[src/rtl/nps_pkg.sv]
// Package: command codes, sequencer states and program-mode encoding
// shared by the NAND program sequencer modules.
package nps_pkg;
    localparam logic [7:0] OP_PROG   = 8'h80;
    localparam logic [7:0] OP_RAND   = 8'h85;
    localparam logic [7:0] OP_CONF   = 8'h10;
    localparam logic [7:0] OP_PLANE  = 8'h11;
    localparam logic [7:0] OP_CACHE  = 8'h15;
    localparam int         BYTE_W    = 8;
    localparam int         PTR_W     = 2 * BYTE_W;

    typedef enum logic [3:0] {
        ST_IDLE, ST_COL0, ST_COL1, ST_ROW0, ST_ROW1, ST_ROW2,
        ST_DATA, ST_RCOL0, ST_RCOL1
    } seq_state_e;

    typedef enum logic [1:0] {
        MODE_PAGE  = 2'd0,
        MODE_MOVE  = 2'd1,
        MODE_CACHE = 2'd2,
        MODE_PLANE = 2'd3
    } prog_mode_e;
endpackage

[src/rtl/nps_seq_fsm.sv]
// Sequence decoder. It walks the opener, address, data and confirm
// phases and emits pointer loads, delay arming, busy kicks and the
// program-start pulse.
// Assumes the host presents at most one strobe per cycle.
module nps_seq_fsm
    import nps_pkg::*;
(
    input  logic                 clk,
    input  logic                 rst_n,
    input  logic                 cmd_valid,
    input  logic                 addr_valid,
    input  logic [BYTE_W-1:0]    bus_byte,
    input  logic                 rdy,
    output logic                 col_load,
    output logic [PTR_W-1:0]     col_value,
    output logic                 adl_start,
    output logic                 data_mode,
    output logic                 kick_full,
    output logic                 kick_cache,
    output logic                 pgm_start,
    output prog_mode_e           pgm_mode
);
    seq_state_e        state_q, state_d;
    logic [BYTE_W-1:0] col_lo_q;
    logic              lo_cap;
    logic              move_q, move_d;
    logic              start_d;
    prog_mode_e        mode_d;

    assign data_mode = (state_q == ST_DATA);
    assign col_value = {bus_byte, col_lo_q};

    // Next-state and strobe decode for every host byte.
    always_comb begin
        state_d    = state_q;
        move_d     = move_q;
        lo_cap     = 1'b0;
        col_load   = 1'b0;
        adl_start  = 1'b0;
        kick_full  = 1'b0;
        kick_cache = 1'b0;
        start_d    = 1'b0;
        mode_d     = pgm_mode;
        case (state_q)
            ST_IDLE: begin
                if (cmd_valid && rdy && (bus_byte == OP_PROG || bus_byte == OP_RAND)) begin
                    state_d = ST_COL0;
                    move_d  = (bus_byte == OP_RAND);
                end
            end
            ST_COL0, ST_RCOL0: begin
                if (cmd_valid) begin
                    state_d = ST_IDLE;
                end else if (addr_valid) begin
                    lo_cap  = 1'b1;
                    state_d = (state_q == ST_COL0) ? ST_COL1 : ST_RCOL1;
                end
            end
            ST_COL1: begin
                if (cmd_valid) begin
                    state_d = ST_IDLE;
                end else if (addr_valid) begin
                    col_load = 1'b1;
                    state_d  = ST_ROW0;
                end
            end
            ST_ROW0, ST_ROW1: begin
                if (cmd_valid) begin
                    state_d = ST_IDLE;
                end else if (addr_valid) begin
                    state_d = (state_q == ST_ROW0) ? ST_ROW1 : ST_ROW2;
                end
            end
            ST_ROW2: begin
                if (cmd_valid) begin
                    state_d = ST_IDLE;
                end else if (addr_valid) begin
                    adl_start = 1'b1;
                    state_d   = ST_DATA;
                end
            end
            ST_RCOL1: begin
                if (cmd_valid) begin
                    state_d = ST_IDLE;
                end else if (addr_valid) begin
                    col_load  = 1'b1;
                    adl_start = 1'b1;
                    state_d   = ST_DATA;
                end
            end
            ST_DATA: begin
                if (cmd_valid) begin
                    state_d = ST_IDLE;
                    case (bus_byte)
                        OP_RAND:  state_d = ST_RCOL0;
                        OP_CONF: begin
                            start_d   = 1'b1;
                            kick_full = 1'b1;
                            mode_d    = move_q ? MODE_MOVE : MODE_PAGE;
                        end
                        OP_PLANE: begin
                            start_d   = 1'b1;
                            kick_full = 1'b1;
                            mode_d    = MODE_PLANE;
                        end
                        OP_CACHE: begin
                            start_d    = 1'b1;
                            kick_cache = 1'b1;
                            mode_d     = MODE_CACHE;
                        end
                        default: state_d = ST_IDLE;
                    endcase
                end
            end
            default: state_d = ST_IDLE;
        endcase
    end

    // State, low column byte, opener kind and start pulse registers.
    always_ff @(posedge clk) begin
        if (!rst_n) begin
            state_q   <= ST_IDLE;
            col_lo_q  <= '0;
            move_q    <= 1'b0;
            pgm_start <= 1'b0;
            pgm_mode  <= MODE_PAGE;
        end else begin
            state_q   <= state_d;
            move_q    <= move_d;
            pgm_start <= start_d;
            pgm_mode  <= mode_d;
            if (lo_cap) col_lo_q <= bus_byte;
        end
    end

    // a start pulse only ever follows a cycle in data mode.
    a_r6_start_after_data: assert property (@(posedge clk) disable iff (!rst_n)
        pgm_start |-> $past(data_mode));
    // an unsupported command in data mode leaves data mode.
    a_r8_abort_leaves_data: assert property (@(posedge clk) disable iff (!rst_n)
        (data_mode && cmd_valid && bus_byte != OP_RAND && bus_byte != OP_CONF
         && bus_byte != OP_PLANE && bus_byte != OP_CACHE) |=> !data_mode && !pgm_start);
endmodule

[src/rtl/nps_col_ptr.sv]
// Column pointer and address-to-data delay. It loads the pointer,
// refuses data while the delay counts down or the pointer is past the
// page, and writes accepted bytes to the page register.
// Assumes TADL_CYC >= 1.
module nps_col_ptr
    import nps_pkg::*;
#(
    parameter int PAGE_BYTES = 2112,
    parameter int TADL_CYC   = 3,
    localparam int ADDR_W    = $clog2(PAGE_BYTES),
    localparam int AW        = $clog2(TADL_CYC + 1)
) (
    input  logic               clk,
    input  logic               rst_n,
    input  logic               col_load,
    input  logic [PTR_W-1:0]   col_value,
    input  logic               adl_start,
    input  logic               data_mode,
    input  logic               data_valid,
    input  logic [BYTE_W-1:0]  bus_byte,
    output logic               pg_we,
    output logic [ADDR_W-1:0]  pg_addr,
    output logic [BYTE_W-1:0]  pg_wdata
);
    localparam logic [PTR_W-1:0] PAGE_END = PTR_W'(PAGE_BYTES);

    logic [PTR_W-1:0] ptr_q;
    logic [AW-1:0]    adl_q;
    logic             accept;

    assign accept = data_valid && data_mode && (adl_q == '0) && (ptr_q < PAGE_END);

    // Delay counter: armed on the last address cycle, counts to zero.
    always_ff @(posedge clk) begin
        if (!rst_n)          adl_q <= '0;
        else if (adl_start)  adl_q <= AW'(TADL_CYC);
        else if (adl_q != 0) adl_q <= adl_q - 1'b1;
    end

    // Pointer load/advance and page register write port.
    always_ff @(posedge clk) begin
        if (!rst_n) begin
            ptr_q    <= '0;
            pg_we    <= 1'b0;
            pg_addr  <= '0;
            pg_wdata <= '0;
        end else begin
            pg_we <= accept;
            if (col_load)    ptr_q <= col_value;
            else if (accept) ptr_q <= ptr_q + 1'b1;
            if (accept) begin
                pg_addr  <= ptr_q[ADDR_W-1:0];
                pg_wdata <= bus_byte;
            end
        end
    end

    // writes stay inside the page.
    a_r7_we_in_page: assert property (@(posedge clk) disable iff (!rst_n)
        pg_we |-> (int'(pg_addr) < PAGE_BYTES));
    // back-to-back writes hit adjacent columns.
    a_r3_addr_step: assert property (@(posedge clk) disable iff (!rst_n)
        (pg_we && $past(pg_we)) |-> pg_addr == $past(pg_addr) + ADDR_W'(1));
endmodule

[src/rtl/nps_busy.sv]
// Ready timing. A full confirm holds both flags low for BUSY_CYC cycles.
// A cache confirm holds the interface flag low for CACHE_CYC cycles and
// the array flag low for BUSY_CYC cycles.
// Assumes 1 <= CACHE_CYC <= BUSY_CYC.
module nps_busy #(
    parameter int BUSY_CYC  = 20,
    parameter int CACHE_CYC = 2,
    localparam int BW       = $clog2(BUSY_CYC + 1)
) (
    input  logic clk,
    input  logic rst_n,
    input  logic kick_full,
    input  logic kick_cache,
    output logic rdy,
    output logic ardy
);
    logic [BW-1:0] rdy_cnt_q, ardy_cnt_q;

    assign rdy  = (rdy_cnt_q == '0);
    assign ardy = (ardy_cnt_q == '0);

    // Busy counters: reloaded by a confirm, count down to ready.
    always_ff @(posedge clk) begin
        if (!rst_n) begin
            rdy_cnt_q  <= '0;
            ardy_cnt_q <= '0;
        end else begin
            if (kick_full)           rdy_cnt_q <= BW'(BUSY_CYC);
            else if (kick_cache)     rdy_cnt_q <= BW'(CACHE_CYC);
            else if (rdy_cnt_q != 0) rdy_cnt_q <= rdy_cnt_q - 1'b1;
            if (kick_full || kick_cache) ardy_cnt_q <= BW'(BUSY_CYC);
            else if (ardy_cnt_q != 0)    ardy_cnt_q <= ardy_cnt_q - 1'b1;
        end
    end

    // the interface is never busy while the array is ready.
    a_r10_rdy_within_ardy: assert property (@(posedge clk) disable iff (!rst_n)
        !rdy |-> !ardy);
endmodule

[src/rtl/nand_prog_seq.sv]
// Top of the NAND program command sequencer. It joins the sequence
// decoder, the column pointer with its data delay, and the ready timing.
// Assumes one host strobe per cycle and that host bytes are already latched.
module nand_prog_seq #(
    parameter int PAGE_BYTES = 2112,
    parameter int TADL_CYC   = 3,
    parameter int BUSY_CYC   = 20,
    parameter int CACHE_CYC  = 2,
    localparam int ADDR_W    = $clog2(PAGE_BYTES)
) (
    input  logic              clk,
    input  logic              rst_n,
    input  logic              cmd_valid,
    input  logic              addr_valid,
    input  logic              data_valid,
    input  logic [7:0]        bus_byte,
    output logic              pg_we,
    output logic [ADDR_W-1:0] pg_addr,
    output logic [7:0]        pg_wdata,
    output logic              data_mode,
    output logic              pgm_start,
    output logic [1:0]        pgm_mode,
    output logic              rdy,
    output logic              ardy
);
    import nps_pkg::*;

    logic             col_load, adl_start, kick_full, kick_cache;
    logic [PTR_W-1:0] col_value;
    prog_mode_e       mode_w;

    assign pgm_mode = mode_w;

    nps_seq_fsm u_fsm (
        .clk(clk), .rst_n(rst_n), .cmd_valid(cmd_valid), .addr_valid(addr_valid),
        .bus_byte(bus_byte), .rdy(rdy), .col_load(col_load), .col_value(col_value),
        .adl_start(adl_start), .data_mode(data_mode), .kick_full(kick_full),
        .kick_cache(kick_cache), .pgm_start(pgm_start), .pgm_mode(mode_w)
    );

    nps_col_ptr #(.PAGE_BYTES(PAGE_BYTES), .TADL_CYC(TADL_CYC)) u_ptr (
        .clk(clk), .rst_n(rst_n), .col_load(col_load), .col_value(col_value),
        .adl_start(adl_start), .data_mode(data_mode), .data_valid(data_valid),
        .bus_byte(bus_byte), .pg_we(pg_we), .pg_addr(pg_addr), .pg_wdata(pg_wdata)
    );

    nps_busy #(.BUSY_CYC(BUSY_CYC), .CACHE_CYC(CACHE_CYC)) u_busy (
        .clk(clk), .rst_n(rst_n), .kick_full(kick_full), .kick_cache(kick_cache),
        .rdy(rdy), .ardy(ardy)
    );

    // the start pulse lasts a single cycle.
    a_r6_start_single: assert property (@(posedge clk) disable iff (!rst_n)
        pgm_start |=> !pgm_start);
    // the array is busy in the cycle the start pulse appears.
    a_r9_start_busy: assert property (@(posedge clk) disable iff (!rst_n)
        pgm_start |-> !ardy);
    // no page write follows a cycle outside data mode.
    a_r11_quiet_outside_data: assert property (@(posedge clk) disable iff (!rst_n)
        !data_mode |=> !pg_we);
endmodule

[config.mk]
export PLATFORM = sky130hd
export DESIGN_NAME = nand_prog_seq
export DESIGN_NICKNAME = d
export VERILOG_FILES = /design/src/rtl/nps_pkg.sv /design/src/rtl/nps_seq_fsm.sv /design/src/rtl/nps_col_ptr.sv /design/src/rtl/nps_busy.sv /design/src/rtl/nand_prog_seq.sv
export SDC_FILE = /design/constraint.sdc
export NUM_CORES = 1
export LEC_CHECK = 0
export CAP_MARGIN = 10
export CELL_PAD_IN_SITES_DETAIL_PLACEMENT = 0
export CELL_PAD_IN_SITES_GLOBAL_PLACEMENT = 1
export CORE_MARGIN = 8
export CORE_UTILIZATION = 47
export CTS_CLUSTER_DIAMETER = 150
export DETAILED_ROUTE_END_ITERATION = 7
export DONT_BUFFER_PORTS = 1
export GPL_TIMING_DRIVEN = 0
export PLACE_DENSITY = 0.89
export SYNTH_ARGS = -nofsm -noshare
export SYNTH_HDL_FRONTEND = slang
export SYNTH_HIERARCHICAL = 1
export SYNTH_SLANG_ARGS = --single-unit
[constraint.sdc]
create_clock -name clk -period 2.6 [get_ports clk]
set_input_delay 0.13 -clock clk [delete_from_list [all_inputs] [get_ports clk]]
set_output_delay 0.13 -clock clk [all_outputs]
set_load 0.02 [all_outputs]
==> impl_results.md <==
* Outcome: finished, final reports clean
* Count of synthesis-stage warnings from yosys at 6
* Number of H-tree levels at 3
* Reg-to-reg setup timing slack at 0.16 ns
* Vias/cell at a little under 6
* Cell count after synthesis at 370
* # port buffers at 0
* DRC violation count after routing at 0
* DR vias at 2809
* Final cycle utilization of the critical path at around 94%
* Slowest cell on the critical path: sky130_fd_sc_hd__nor4_4
* Share of final-layout standard cells stronger than drive strength 1 at ~12%
* Antenna violations before repair at 0
* P&R area growth vs syn at 12.8%
* Cell depth of the worst min-delay path at 2
* Dpl hpwl at 5.75 mm
* Static Leak at between 1 and 1.5 nW
* Hold EP: u_fsm/pgm_mode[0]
* Number of nets in the layout at 408
* Count of cell instances traversed by the critical path at 7
* Initial Utilization at 47.7%
* Core Box Area at roughly 0.0066 sq mm
* Required time reported for the critical path endpoint at 2.84 ns
* Number of cells on the worst reg-to-reg path at 7
* Row Count at 30
* Clock tree from TritonCTS: built
* Post-synthesis share of cell area spent on and, or, nand and nor gates at 23.0%
* Share of the synthesized area in the top cell type at 41.1%
* Startpoint of the lowest-slack register-to-register path: u_fsm/state_q[2]
* Overall fraction of global-route tracks in use at 17.9%
* WS Path Type: flip-flop to flip-flop
* Startpoint Class: flip-flop
* Cell types with the largest area share after synthesis: sky130_fd_sc_hd__dfxtp_1 41%, sky130_fd_sc_hd__o21ai_0 5.5%, sky130_fd_sc_hd__a21oi_1 4.9%
* Reg clk slew, reported paths at 0.07 ns
* Delay-heaviest family, CP: simple AND/OR/NAND/NOR gates
* Critical Path AT at between 2 and 3 ns
* CP Max Fanout at 10
* Top achievable clock speed at 410 MHz
* Setup Skew at 0.00779 ns
* Global-route wire length before repair at 13.8 mm
* Final Routed Wirelength at 8.34 mm
* Global route overflow at 0
* Fraction of registers with async set or reset after synthesis at 0%
* Minimum clock period at 2.44 ns
* Cell at the root of the clock tree: sky130_fd_sc_hd__clkbuf_8
* Main combinational cell family by area after synthesis: simple AND/OR/NAND/NOR gates
* Post-synthesis compound-gate area fraction at 20.1%
* Commonest cells after routing, fill and taps aside: 65 x sky130_fd_sc_hd__dfxtp_1, 35 x sky130_fd_sc_hd__o21ai_0, 34 x sky130_fd_sc_hd__nor2_1
* TritonCTS Sinks at 65
* Die Span X at 98.1 um
* Worst skew pair latency at between 0.3 and 0.4 ns
* Longest individual stage delay on the worst path at 0.50 ns
* Post-layout power at 3.02 mW
* Most common cell after layout, fill and taps aside: sky130_fd_sc_hd__dfxtp_1
* Setup repair after global routing missed its margin: false
* DRT antenna net count at 0
* Wire length per cell after detailed routing at 17.5 um
* Worst path buffer plus inverter count at 2
* Synthesis-stage register bit count at 65
* Post-synthesis sequential area ratio at between 40% and 50%
* Met2 routed wirelength at 3.78 mm
* Clock tree buffer depth at 2
* Type of destination of the critical path: flip-flop
* Synthesized cell area at 0.00317 sq mm
* DRC violation total after the first TritonRoute iteration at roughly 170
* Crit path cell chain: buf_2, and4bb_4, nand4b_1, buf_4, nor4_4, a21oi_1, o311a_1
* Placer congestion estimate at 0.852
* Area share of fa/ha/maj cells after synthesis at 1.58%
* Actual slew at the worst max-slew pin at 0.703 ns
* Max Used Layer: met4
* Fillcell total at 623
* I/O Pins at 40
* Met3 layer wire length in the routed design at 684 um
* Number of antenna repair diodes at 0
* Parity-gate share of the synthesized area counting xor and xnor cells at 2.21%
* Syn Nets at 387
* Worst slew margin at 53.0%
* Detailed-router iteration count before antenna repair at 4
* Avg Inst Size Synth at roughly 8.6 sq um
* Largest net degree at the start of global routing at 12
* Launch instance of the worst min-delay path: bus_byte[0]
* EDFF count, synth at 0
* Power density relative to cell area at 846 mW/mm^2
* Hold Violations, Final at 0
* Total negative slack at 0 ns
* Number of global-route vias before repair at 2709
* Number of max-slew violations in the final report at 0
* Inserted Clock Buffers at 9
* Post-synthesis mux area share at 4.42%
* Die extent in y at 98.1 um
* Overall die area at 0.00962 sq mm
* Max Cap Violations at 0
* Capturing point of the worst reg2reg path: u_ptr/ptr_q[7]
* Area occupied by multi-input gates at 0.00164 sq mm
* Sequential cell area at between 0.001 and 0.0015 sq mm
* Dominant synthesized flop cell: sky130_fd_sc_hd__dfxtp_1
* Tightest Hold Check Type: input port to flip-flop
* Distinct cell type count after synthesis at 54
* Max IR drop VDD at 0.000297 V
* Final count of negative-setup-slack endpoints at 0
* Leading area contributor after synthesis: sky130_fd_sc_hd__dfxtp_1
* Wire length on met1 at 3.67 mm
==> registers in the layout, indices dropped and copies added, names as in the netlist, 2 cells and up <==
register / count
u_busy/rdy_cnt_q: 5
u_fsm/pgm_mode: 2
u_ptr/ptr_q: 16
u_busy/ardy_cnt_q: 5
u_ptr/pg_wdata: 8
u_ptr/adl_q: 2
u_fsm/col_lo_q: 8
u_ptr/pg_addr: 12
u_fsm/state_q: 4
==> metal layers <==
metal  vias up  GRT usage [%]
li1       1380              -
met1      1337           22.2
met2        76           27.1
met3        16           5.05
met4         0           10.4
met5         -              0
==> cell families (layout without fill, tap and decap cells) <==
kind of cell	Yosys count	in the layout
mux	14	14
flops	65	65
xor+xnor	8	8
fa+ha+maj	4	4
compound gates	103	103
buf+inv	51	77
simple gates	125	125
==> final cells by class <==
cell class | instances | share of cell area, %
multi-input combinational | 254 | 45.9
clock inverter | 5 | 1.58
tap | 80 | 2.80
inverter | 19 | 2.00
clock buffer | 11 | 3.68
sequential | 65 | 36.4
buffer | 31 | 4.62
timing repair buffer | 11 | 3.01
==> Yosys cell counts (2+ instances only) <==
master	n
sky130_fd_sc_hd__a211o_1	2
sky130_fd_sc_hd__a211oi_1	3
sky130_fd_sc_hd__a21oi_1	31
sky130_fd_sc_hd__a31o_2	2
sky130_fd_sc_hd__a31oi_1	12
sky130_fd_sc_hd__and2_1	4
sky130_fd_sc_hd__and3_1	3
sky130_fd_sc_hd__and4bb_2	2
sky130_fd_sc_hd__buf_1	2
sky130_fd_sc_hd__buf_2	5
sky130_fd_sc_hd__buf_4	9
sky130_fd_sc_hd__clkbuf_1	15
sky130_fd_sc_hd__dfxtp_1	65
sky130_fd_sc_hd__ha_1	4
sky130_fd_sc_hd__inv_1	18
sky130_fd_sc_hd__mux2i_1	14
sky130_fd_sc_hd__nand2_1	10
sky130_fd_sc_hd__nand2b_1	2
sky130_fd_sc_hd__nand3_1	24
sky130_fd_sc_hd__nand4_1	5
sky130_fd_sc_hd__nand4b_1	2
sky130_fd_sc_hd__nor2_1	34
sky130_fd_sc_hd__nor2b_1	5
sky130_fd_sc_hd__nor3_1	10
sky130_fd_sc_hd__nor3b_1	2
sky130_fd_sc_hd__nor4b_1	2
sky130_fd_sc_hd__nor4b_4	2
sky130_fd_sc_hd__o2111a_1	2
sky130_fd_sc_hd__o21ai_0	35
sky130_fd_sc_hd__o31ai_1	4
sky130_fd_sc_hd__o41ai_1	2
sky130_fd_sc_hd__or2_2	2
sky130_fd_sc_hd__or3_1	4
sky130_fd_sc_hd__or4_1	4
sky130_fd_sc_hd__or4_4	2
sky130_fd_sc_hd__xnor2_1	8
==> per-stage QoR <==
stage | utilization [%] | hold WS (ns) | cells | worst slack (ns) | cell area, sq um
2_1_floorplan | - | 0.237 | 370 | 0.387 | 3170
3_3_place_gp | 49.2 | 0.241 | 450 | 0.0662 | 3270
3_5_place_dp | 49.2 | 0.250 | 450 | -0.0229 | 3270
4_1_cts | 53.7 | 0.00212 | 476 | 0.0675 | 3570
5_1_grt | 53.8 | 0.0238 | 476 | 0.0216 | 3570
6_report | 53.8 | 0.0165 | 476 | 0.159 | 3570
==> repair_timing <==
item / in CTS / in global routing
pin swaps: 0 / 1
endpoints found under the setup margin: 1 / 13
hold buffers: 10 / 0
setup buffers: 0 / 1
resized for setup: 2 / 2
endpoints found under the hold margin: 23 / 0
==> worst max path at each step <==
stage                     start               end
2_1_floorplan  u_fsm/state_q[2]    u_ptr/ptr_q[7]
3_3_place_gp   u_fsm/state_q[2]    u_ptr/ptr_q[7]
3_5_place_dp   u_fsm/state_q[2]    u_ptr/ptr_q[7]
4_1_cts        u_fsm/state_q[2]  u_ptr/pg_addr[2]
5_1_grt        u_fsm/state_q[2]    u_ptr/ptr_q[7]
6_report       u_fsm/state_q[2]    u_ptr/ptr_q[7]
==> power breakdown <==
group	internal, mW	total [mW]	switching (mW)
combinational	0.440	0.971	0.531
clock	0.441	0.827	0.386
sequential	1.12	1.23	0.108
total	2.00	3.02	1.03
Note: power is estimated with default switching activity, not from simulation.
